`src/rtl/txt_pkg.sv`:
```
package txt_pkg;
  localparam int DEF_COLS    = 80;
  localparam int DEF_ROWS    = 40;
  localparam int DEF_GLYPH_W = 8;
  localparam int DEF_GLYPH_H = 12;
  localparam int CODE_W      = 7;
  localparam int FONT_GLYPHS = 1 << CODE_W;
endpackage

```
`src/rtl/txt_scan_ctr.sv`:
```
module txt_scan_ctr #(
  parameter int COLS = txt_pkg::DEF_COLS,
  parameter int ROWS = txt_pkg::DEF_ROWS,
  parameter int GW   = txt_pkg::DEF_GLYPH_W,
  parameter int GH   = txt_pkg::DEF_GLYPH_H,
  localparam int CLW = $clog2(COLS),
  localparam int RW  = $clog2(ROWS),
  localparam int GLW = $clog2(GH),
  localparam int PXW = $clog2(GW)
) (
  input  logic           clk,
  input  logic           rst_n,
  input  logic           line_end,
  input  logic           frame_end,
  input  logic           blank,
  output logic [GLW-1:0] gline,
  output logic [RW-1:0]  row,
  output logic           req,
  output logic [CLW-1:0] req_col,
  output logic           px_last
);
  logic [GLW-1:0] gline_q, gline_d;
  logic [RW-1:0]  row_q, row_d;
  logic [CLW-1:0] col_q, col_d;
  logic [PXW-1:0] px_q, px_d;
  logic           ls_q;

  always_comb begin
    px_last = (px_q == PXW'(GW - 1));
    req     = ls_q | (~blank & (px_q == '0) & (col_q != CLW'(COLS - 1)));
    req_col = ls_q ? '0 : col_q + CLW'(1);
    px_d    = (blank | px_last) ? '0 : px_q + PXW'(1);
    col_d   = line_end ? '0 : (req ? req_col : col_q);
    gline_d = gline_q;
    row_d   = row_q;
    if (line_end) begin
      if (frame_end) begin
        gline_d = '0;
        row_d   = '0;
      end else if (gline_q == GLW'(GH - 1)) begin
        gline_d = '0;
        row_d   = (row_q == RW'(ROWS - 1)) ? '0 : row_q + RW'(1);
      end else begin
        gline_d = gline_q + GLW'(1);
      end
    end
  end

  always_ff @(posedge clk or negedge rst_n) begin
    if (!rst_n) begin
      gline_q <= '0;
      row_q   <= '0;
      col_q   <= '0;
      px_q    <= '0;
      ls_q    <= 1'b0;
    end else begin
      gline_q <= gline_d;
      row_q   <= row_d;
      col_q   <= col_d;
      px_q    <= px_d;
      ls_q    <= line_end;
    end
  end

  assign gline = gline_q;
  assign row   = row_q;


  gline_range_chk: assert property (@(posedge clk) disable iff (!rst_n)
    int'(gline_q) < GH);

  row_range_chk: assert property (@(posedge clk) disable iff (!rst_n)
    int'(row_q) < ROWS);

  frame_home_chk: assert property (@(posedge clk) disable iff (!rst_n)
    (line_end && frame_end) |=> (gline_q == '0 && row_q == '0));
endmodule

```
`src/rtl/txt_fetch_pipe.sv`:
```
module txt_fetch_pipe #(
  parameter int COLS = txt_pkg::DEF_COLS,
  parameter int ROWS = txt_pkg::DEF_ROWS,
  parameter int GW   = txt_pkg::DEF_GLYPH_W,
  parameter int GH   = txt_pkg::DEF_GLYPH_H,
  localparam int CLW = $clog2(COLS),
  localparam int RW  = $clog2(ROWS),
  localparam int GLW = $clog2(GH),
  localparam int TAW = $clog2(COLS * ROWS),
  localparam int FAW = $clog2(txt_pkg::FONT_GLYPHS * GH)
) (
  input  logic                       clk,
  input  logic                       rst_n,
  input  logic                       req,
  input  logic [CLW-1:0]             req_col,
  input  logic [RW-1:0]              row,
  input  logic [GLW-1:0]             gline,
  input  logic [txt_pkg::CODE_W-1:0] txt_code,
  input  logic [GW-1:0]              font_row,
  output logic [TAW-1:0]             txt_addr,
  output logic [FAW-1:0]             font_addr,
  output logic [GW-1:0]              glyph
);
  logic [TAW-1:0] addr_q, addr_d;
  logic [GW-1:0]  nxt_q, nxt_d;
  logic           rq_q, bv_q, fv_q;

  always_comb begin
    addr_d    = req ? (TAW'(row) * TAW'(COLS) + TAW'(req_col)) : addr_q;
    nxt_d     = fv_q ? font_row : nxt_q;
    font_addr = FAW'(txt_code) * FAW'(GH) + FAW'(gline);
  end

  always_ff @(posedge clk or negedge rst_n) begin
    if (!rst_n) begin
      addr_q <= '0;
      nxt_q  <= '0;
      rq_q   <= 1'b0;
      bv_q   <= 1'b0;
      fv_q   <= 1'b0;
    end else begin
      addr_q <= addr_d;
      nxt_q  <= nxt_d;
      rq_q   <= req;
      bv_q   <= rq_q;
      fv_q   <= bv_q;
    end
  end

  assign txt_addr = addr_q;
  assign glyph    = nxt_q;


  txt_addr_range_chk: assert property (@(posedge clk) disable iff (!rst_n)
    rq_q |-> (int'(txt_addr) < COLS * ROWS));

  font_addr_range_chk: assert property (@(posedge clk) disable iff (!rst_n)
    bv_q |-> (int'(font_addr) < txt_pkg::FONT_GLYPHS * GH));

  no_overlap_chk: assert property (@(posedge clk) disable iff (!rst_n)
    rq_q |-> !bv_q);
endmodule

```
`src/rtl/txt_shifter.sv`:
```
module txt_shifter #(
  parameter int GW = txt_pkg::DEF_GLYPH_W
) (
  input  logic          clk,
  input  logic          rst_n,
  input  logic          blank,
  input  logic          px_last,
  input  logic [GW-1:0] glyph,
  output logic          pix
);
  logic [GW-1:0] sh_q, sh_d;

  always_comb begin
    sh_d = (blank | px_last) ? glyph : {sh_q[GW-2:0], 1'b0};
    pix  = ~blank & sh_q[GW-1];
  end

  always_ff @(posedge clk or negedge rst_n) begin
    if (!rst_n) sh_q <= '0;
    else        sh_q <= sh_d;
  end
endmodule

```
`src/rtl/text_raster.sv`:
```
module text_raster #(
  parameter int COLS = txt_pkg::DEF_COLS,
  parameter int ROWS = txt_pkg::DEF_ROWS,
  parameter int GW   = txt_pkg::DEF_GLYPH_W,
  parameter int GH   = txt_pkg::DEF_GLYPH_H,
  localparam int TAW = $clog2(COLS * ROWS),
  localparam int FAW = $clog2(txt_pkg::FONT_GLYPHS * GH)
) (
  input  logic                       clk,
  input  logic                       rst_n,
  input  logic                       line_end,
  input  logic                       frame_end,
  input  logic                       blank,
  output logic [TAW-1:0]             txt_addr,
  input  logic [txt_pkg::CODE_W-1:0] txt_code,
  output logic [FAW-1:0]             font_addr,
  input  logic [GW-1:0]              font_row,
  output logic                       pix
);
  localparam int CLW = $clog2(COLS);
  localparam int RW  = $clog2(ROWS);
  localparam int GLW = $clog2(GH);

  logic [GLW-1:0] gline;
  logic [RW-1:0]  row;
  logic           req;
  logic [CLW-1:0] req_col;
  logic           px_last;
  logic [GW-1:0]  glyph;

  txt_scan_ctr #(.COLS(COLS), .ROWS(ROWS), .GW(GW), .GH(GH)) u_ctr (
    .clk(clk), .rst_n(rst_n), .line_end(line_end), .frame_end(frame_end),
    .blank(blank), .gline(gline), .row(row), .req(req), .req_col(req_col),
    .px_last(px_last)
  );

  txt_fetch_pipe #(.COLS(COLS), .ROWS(ROWS), .GW(GW), .GH(GH)) u_fetch (
    .clk(clk), .rst_n(rst_n), .req(req), .req_col(req_col), .row(row),
    .gline(gline), .txt_code(txt_code), .font_row(font_row),
    .txt_addr(txt_addr), .font_addr(font_addr), .glyph(glyph)
  );

  txt_shifter #(.GW(GW)) u_shift (
    .clk(clk), .rst_n(rst_n), .blank(blank), .px_last(px_last),
    .glyph(glyph), .pix(pix)
  );
endmodule

```
`config.mk`:
```
export PLATFORM = sky130hd
export DESIGN_NAME = text_raster
export DESIGN_NICKNAME = d
export VERILOG_FILES = /design/src/rtl/txt_pkg.sv /design/src/rtl/txt_scan_ctr.sv /design/src/rtl/txt_fetch_pipe.sv /design/src/rtl/txt_shifter.sv /design/src/rtl/text_raster.sv
export SDC_FILE = /design/constraint.sdc
export NUM_CORES = 1
export LEC_CHECK = 0
export ABC_AREA = 1
export BUFFER_PORTS_ARGS = -buffer_cell sky130_fd_sc_hd__buf_2
export CORE_MARGIN = 5
export CORE_UTILIZATION = 45
export CTS_CLUSTER_DIAMETER = 200
export DETAILED_ROUTE_END_ITERATION = 10
export GPL_ROUTABILITY_DRIVEN = 0
export PLACE_DENSITY = 0.74
export SLEW_MARGIN = 20
export SYNTH_ARGS = -nofsm -noshare
export SYNTH_HDL_FRONTEND = slang
export SYNTH_SLANG_ARGS = --single-unit
export TNS_END_PERCENT = 5
```
`constraint.sdc`:
```
create_clock -name clk -period 2.2 [get_ports clk]
set_input_delay 0.44 -clock clk [delete_from_list [all_inputs] [get_ports clk]]
set_output_delay 0.44 -clock clk [all_outputs]
set_load 0.01 [all_outputs]
```
## Word-level counts from Yosys, hierarchy flattened

Cells that the tools add are included.

- Register bits after elaboration: 52
- Bits in latches: 0
- Memory bits (writable): 0
- Memory bits (read-only): 0
- Input bits: 20
- Output and inout port bits: 24
- Memories kept: 0

- Add/subtract/negate cells: 6
- Multipliers: 2
- Div/mod/pow operators: 0
- $lt $le $gt $ge: 0
- Eq/ne operators: 4
- Shift-type cells: 0
- Muxes and demuxes: 10
- Bitwise gates (word level): 6
- Reduce and logical (&&, ||, !) cells: 4

Operators by type and width:

| operator | number |
|---|---|
| two-way mux 7 bit | 3 |
| two-way mux 6 bit | 3 |
| adder 12 x 7 -> 12 bit | 1 |
| adder 11 x 4 -> 11 bit | 1 |
| multiplier 7 x 2 -> 9 bit (second input constant) | 1 |
| multiplier 6 x 3 -> 8 bit (second input constant) | 1 |
| two-way mux 4 bit | 2 |
| two-way mux 8 bit | 1 |
| adder 7 x 1 -> 7 bit (second input constant) | 1 |
| != test 7 bit (second input constant) | 1 |
| adder 6 x 1 -> 6 bit (second input constant) | 1 |
| equality test 6 bit (second input constant) | 1 |
| adder 4 x 1 -> 4 bit (second input constant) | 1 |
| equality test 4 bit (second input constant) | 1 |
| nonzero test 2 bit | 2 |
| adder 3 x 1 -> 3 bit (second input constant) | 1 |
| bitwise AND 1 bit | 3 |
| equality test 3 bit (second input constant) | 1 |
| logical NOT 3 bit | 1 |
| two-way mux 3 bit | 1 |
| OR 1 bit | 2 |
| AND reduction 2 bit | 1 |
| NOT 1 bit | 1 |

## Logic depth before layout (Yosys ltp)

- Word-level depth: 6
- Mapped depth: 14
- Mapped depth without buffers: 14

## Hierarchy

From an unflattened synthesis, not the netlist that was laid out.

- Cell total of the unflattened synthesis: 404
- Area, all modules: 3281.9 um2

By module, submodules not included:

| module | instances | cells each | area each (um2) | sequential area each (um2) |
|---|---|---|---|---|
| txt_fetch_pipe | 1 | 214 | 1771.7 | 575.6 |
| txt_scan_ctr | 1 | 156 | 1196.1 | 525.5 |
| txt_shifter | 1 | 34 | 314.1 | 200.2 |

## Worst setup path before layout

Ideal clock, no wire load.

- Path type: input-to-output
- Start: input port txt_code[0] (netlist bit)
- End: output port font_addr[10]
- Arrival time: 1.885 ns
- Data required time: 1.760 ns
- Setup slack: -0.125 ns
- Cell stages on the path: 10
- Path through: ha_1 -> fa_1 -> nand2_1 -> nor2_1 -> nand3_1 -> nor2_1 -> nand3_1 -> nand2_1 -> nand2_1 -> inv_1

- Cells in the longest elaborated chain, start to end: 2

RTL lines:

| item | line | text |
|---|---|---|
| start, declared | text_raster.sv:15 | `input logic [txt_pkg::CODE_W-1:0] txt_code,` |
| multiplier 7 x 2 -> 9 bit | txt_fetch_pipe.sv:31 | `font_addr = FAW'(txt_code) * FAW'(GH) + FAW'(gline);` |
| adder 11 x 4 -> 11 bit | txt_fetch_pipe.sv:31 |  |
| end, declared | text_raster.sv:16 | `output logic [FAW-1:0] font_addr,` |

Every way passes these cells.

## Worst setup path after layout

- Start: input port txt_code[1] (netlist bit)
- End: output port font_addr[10]

The elaborated chain is that of the path after synthesis.

==> impl_metrics.json <==
{
  "run_status": "finished, violations left",
  "violations": "negative setup slack",
  "synth_top_area_share_pct": 42.5,
  "instances_no_fill": 522,
  "cts_root_buf": "clkbuf_8",
  "numCtsBuffers": 5,
  "fp.dieW_um": 92.5,
  "report.final.slew_viol_count": 0,
  "required_ns": 1.76,
  "fin_nets": 492,
  "post_drt_wl_per_cell_um": 12.0,
  "crit_type": "in -> out",
  "dpl_cell_area_sq_mm": 0.00357,
  "worstMarginPinSlew_ns": 0.447,
  "pwr-share-seq_pct": 47.4,
  "cp_slowest_cell": "fa_2",
  "die_area_sq_mm": 0.00855,
  "synth_flop_cell": "dfrtp_1",
  "worstHoldStart": "font_row[6]",
  "timing.rr.end": "u_fetch.txt_addr[8]",
  "grt_usage_pct": 15.4,
  "final.setup.worst_slack_ns": -0.277,
  "grt_pass1_vias": 2495,
  "setup_violations": 6,
  "power.clock.fraction_pct": 24.2,
  "period_needed_ns": 2.48,
  "yosysSeqAreaShare_pct": 42.5,
  "cts_tree": "yes",
  "via_per_inst": 5.00,
  "fin_util_pct": 56.9,
  "numPortBuffers": 43,
  "place_hpwl_um": 4750,
  "synth_edf_count": 0,
  "power_mw": 2.40,
  "switching_share_pct": 33.2,
  "path_delay_family": "adder cells",
  "cp_cell_sequence": "buf_8 -> ha_4 -> fa_2 -> nand2_2 -> nor2_4 -> nand3_2 -> nor2_4 -> nand3_2 -> nand2_1 -> nand2_1 -> inv_2 -> buf_6",
  "crit_buf_inv": 3,
  "drive_above_1_share_pct": 26.0,
  "fmax_mhz": 404,
  "intPower_mw": 1.60,
  "worstPathMaxFanout": 3,
  "vias": 2611,
  "grt_pass1_wl_um": 10900,
  "async_flop_share_pct": 100,
  "ir_drop_mv": 0.327,
  "arrival_ns": 2.04,
  "relSlewSlack_pct": 70.2,
  "synth_top_area_cell": "dfrtp_1",
  "hold_end": "u_fetch.glyph[6]",
  "worstReg2RegStart": "u_ctr.col_q[0]",
  "leakagePower_nw": 2.02,
  "max_stage_delay_ns": 0.60,
  "hp-class": "in -> reg",
  "dpl.cell_count": 512,
  "hold_ws_ns": 0.325,
  "powerDensity_mw_per_mm2": 627,
  "rows": 30,
  "tns_ns": -1.27,
  "grt_overflow": 0,
  "finalInstanceArea_sq_mm": 0.00382,
  "wl_um": 6280,
  "io_pins": 44,
  "period_share_pct": 113,
  "cts_max_level": 2,
  "hold_depth": 3,
  "maxCapViolCount": 0,
  "cp-end-kind": "output pin",
  "ys_types": 30,
  "comb_power_share_pct": 28.4,
  "cts_num_sinks": 52,
  "die_height_um": 92.5,
  "grt_start_max_net_pins": 44,
  "ys_ff_latch": 52,
  "avgSynthCellArea_sq_um": 8.31,
  "grt_setup_unrepaired": "yes",
  "netlist_top_cells_area": "dfrtp_1 43%, nand2_1 12%, ha_1 11%",
  "setup.worst_path.start_class": "input pin",
  "drt-initial-drc-count": 102,
  "synth_area_sq_mm": 0.00306,
  "synthCells": 368,
  "clock_path_buffers": 2,
  "finalHoldViolCount": 0,
  "drc": 0,
  "place_ws_ns": -0.360,
  "area_growth_pct": 24.9,
  "synth_nets": 419,
  "p_sw_mw": 0.794,
  "start_util_pct": 45.5,
  "antenna_found_initial": 0,
  "worst_setup_hold_path_clk_slew_ns": 0.11,
  "ff2ff_setup_slack_ns": 0.03,
  "antennaDiodeCount": 0,
  "yosys_warnings": 0,
  "worstSkewPairLatency_ns": 0.31,
  "antenna_left": 0,
  "core_sq_mm": 0.00672,
  "drtPass1Iterations": 4,
  "r2r_cells": 11,
  "fin_skew_ns": 0.00759
}
## kinds of logic after synthesis
logic type	after synthesis	synth area share, %
AND/OR/NAND/NOR	169	23.9
buffers and inverters	53	7.16
flip-flops	52	42.5
AO/OA/AOI/OAI	48	8.47
XOR/XNOR	15	4.29
adder cells (fa/ha/maj)	31	13.7
## layer usage
layer	routed length, um	global-route usage [%]
met5	0	0
met4	124	5.82
met3	192	2.03
met2	3330	27.7
met1	2630	18.7
## placed cells by master (no fill, tap or decap), types with 2 or more instances in the layout
master | netlist | layout
nor2_1 | 26 | 20
nand2_1 | 94 | 87
fa_1 | 4 | 2
nor2_2 | 2 | 5
a21oi_1 | 14 | 13
buf_6 | 1 | 5
fa_2 | 0 | 2
a31oi_1 | 3 | 3
dfrtp_1 | 52 | 52
nand4_1 | 8 | 8
o21ai_1 | 0 | 2
ha_1 | 27 | 24
nor2_4 | 1 | 4
o21ai_0 | 26 | 24
nand2_2 | 0 | 7
clkbuf_8 | 0 | 5
xnor2_1 | 4 | 4
xor2_1 | 11 | 10
and3_1 | 2 | 2
nand3_1 | 31 | 26
buf_4 | 3 | 26
ha_2 | 0 | 2
inv_1 | 45 | 44
nand3_2 | 1 | 5
buf_2 | 1 | 40
a21oi_2 | 1 | 2
nor3_2 | 1 | 2
## worst min-delay path, delay by kind of cell
family	cells	cell delay, ns
buffers and inverters	1	0.07
AO/OA/AOI/OAI	1	0.05
AND/OR/NAND/NOR	1	0.04
## state kept, by name (all words and copies together) (netlist names)
| name | cells |
|---|---|
| u_shift.sh_q | 8 |
| u_fetch.glyph | 8 |
| u_fetch.bv_q | 1 |
| u_fetch.rq_q | 1 |
| u_ctr.gline | 4 |
| u_ctr.row | 6 |
| u_ctr.col_q | 7 |
| u_ctr.px_q | 3 |
| u_fetch.txt_addr | 12 |
| u_fetch.fv_q | 1 |
| u_ctr.ls_q | 1 |
## worst max path at each step
stage / startpoint / end / slack [ns] / depth (start not counted)
finish: txt_code[1] / font_addr[10] / -0.28 / 12
global route: txt_code[1] / font_addr[10] / -0.37 / 12
detailed placement: txt_code[1] / font_addr[9] / -0.36 / 11
floorplan: txt_code[0] / font_addr[10] / -0.03 / 10
global placement: txt_code[1] / font_addr[10] / -0.30 / 12
CTS: txt_code[1] / font_addr[10] / -0.26 / 12
## cells in the mapped netlist (2+ instances only)
cell      count
nand2_1      94
dfrtp_1      52
inv_1        45
nand3_1      31
ha_1         27
nor2_1       26
o21ai_0      26
a21oi_1      14
xor2_1       11
nand4_1       8
fa_1          4
xnor2_1       4
a31oi_1       3
buf_4         3
clkbuf_1      3
and3_1        2
nor2_2        2
## final cells by class
type	count	area, sq um
repair buffers	74	497
clock inverters	3	27.5
fillers	600	2900
clock buffers	5	68.8
flip-flops and latches	52	1300
multi-input cells	263	1660
inverters	45	169
well taps	80	100
## power groups by stage
stage	Combinational [mW]	Clock, mW	Sequential (mW)
finish	0.681	0.579	1.14
global route	0.773	0.636	1.15
CTS	0.661	0.595	1.14
detailed placement	0.643	0	1.16
global placement	0.624	0	1.15
floorplan	0.369	0	1.17
## timing repair
item | in CTS | in global routing
cloned | 0 | 0
buffers inserted | 1 | 0
endpoints found under the hold margin | 2 | 0
pin swaps | 11 | 10
gates resized for setup | 14 | 22
hold buffers | 1 | 0
setup endpoints to repair | 10 | 12
(Power assumes the default switching activity.)
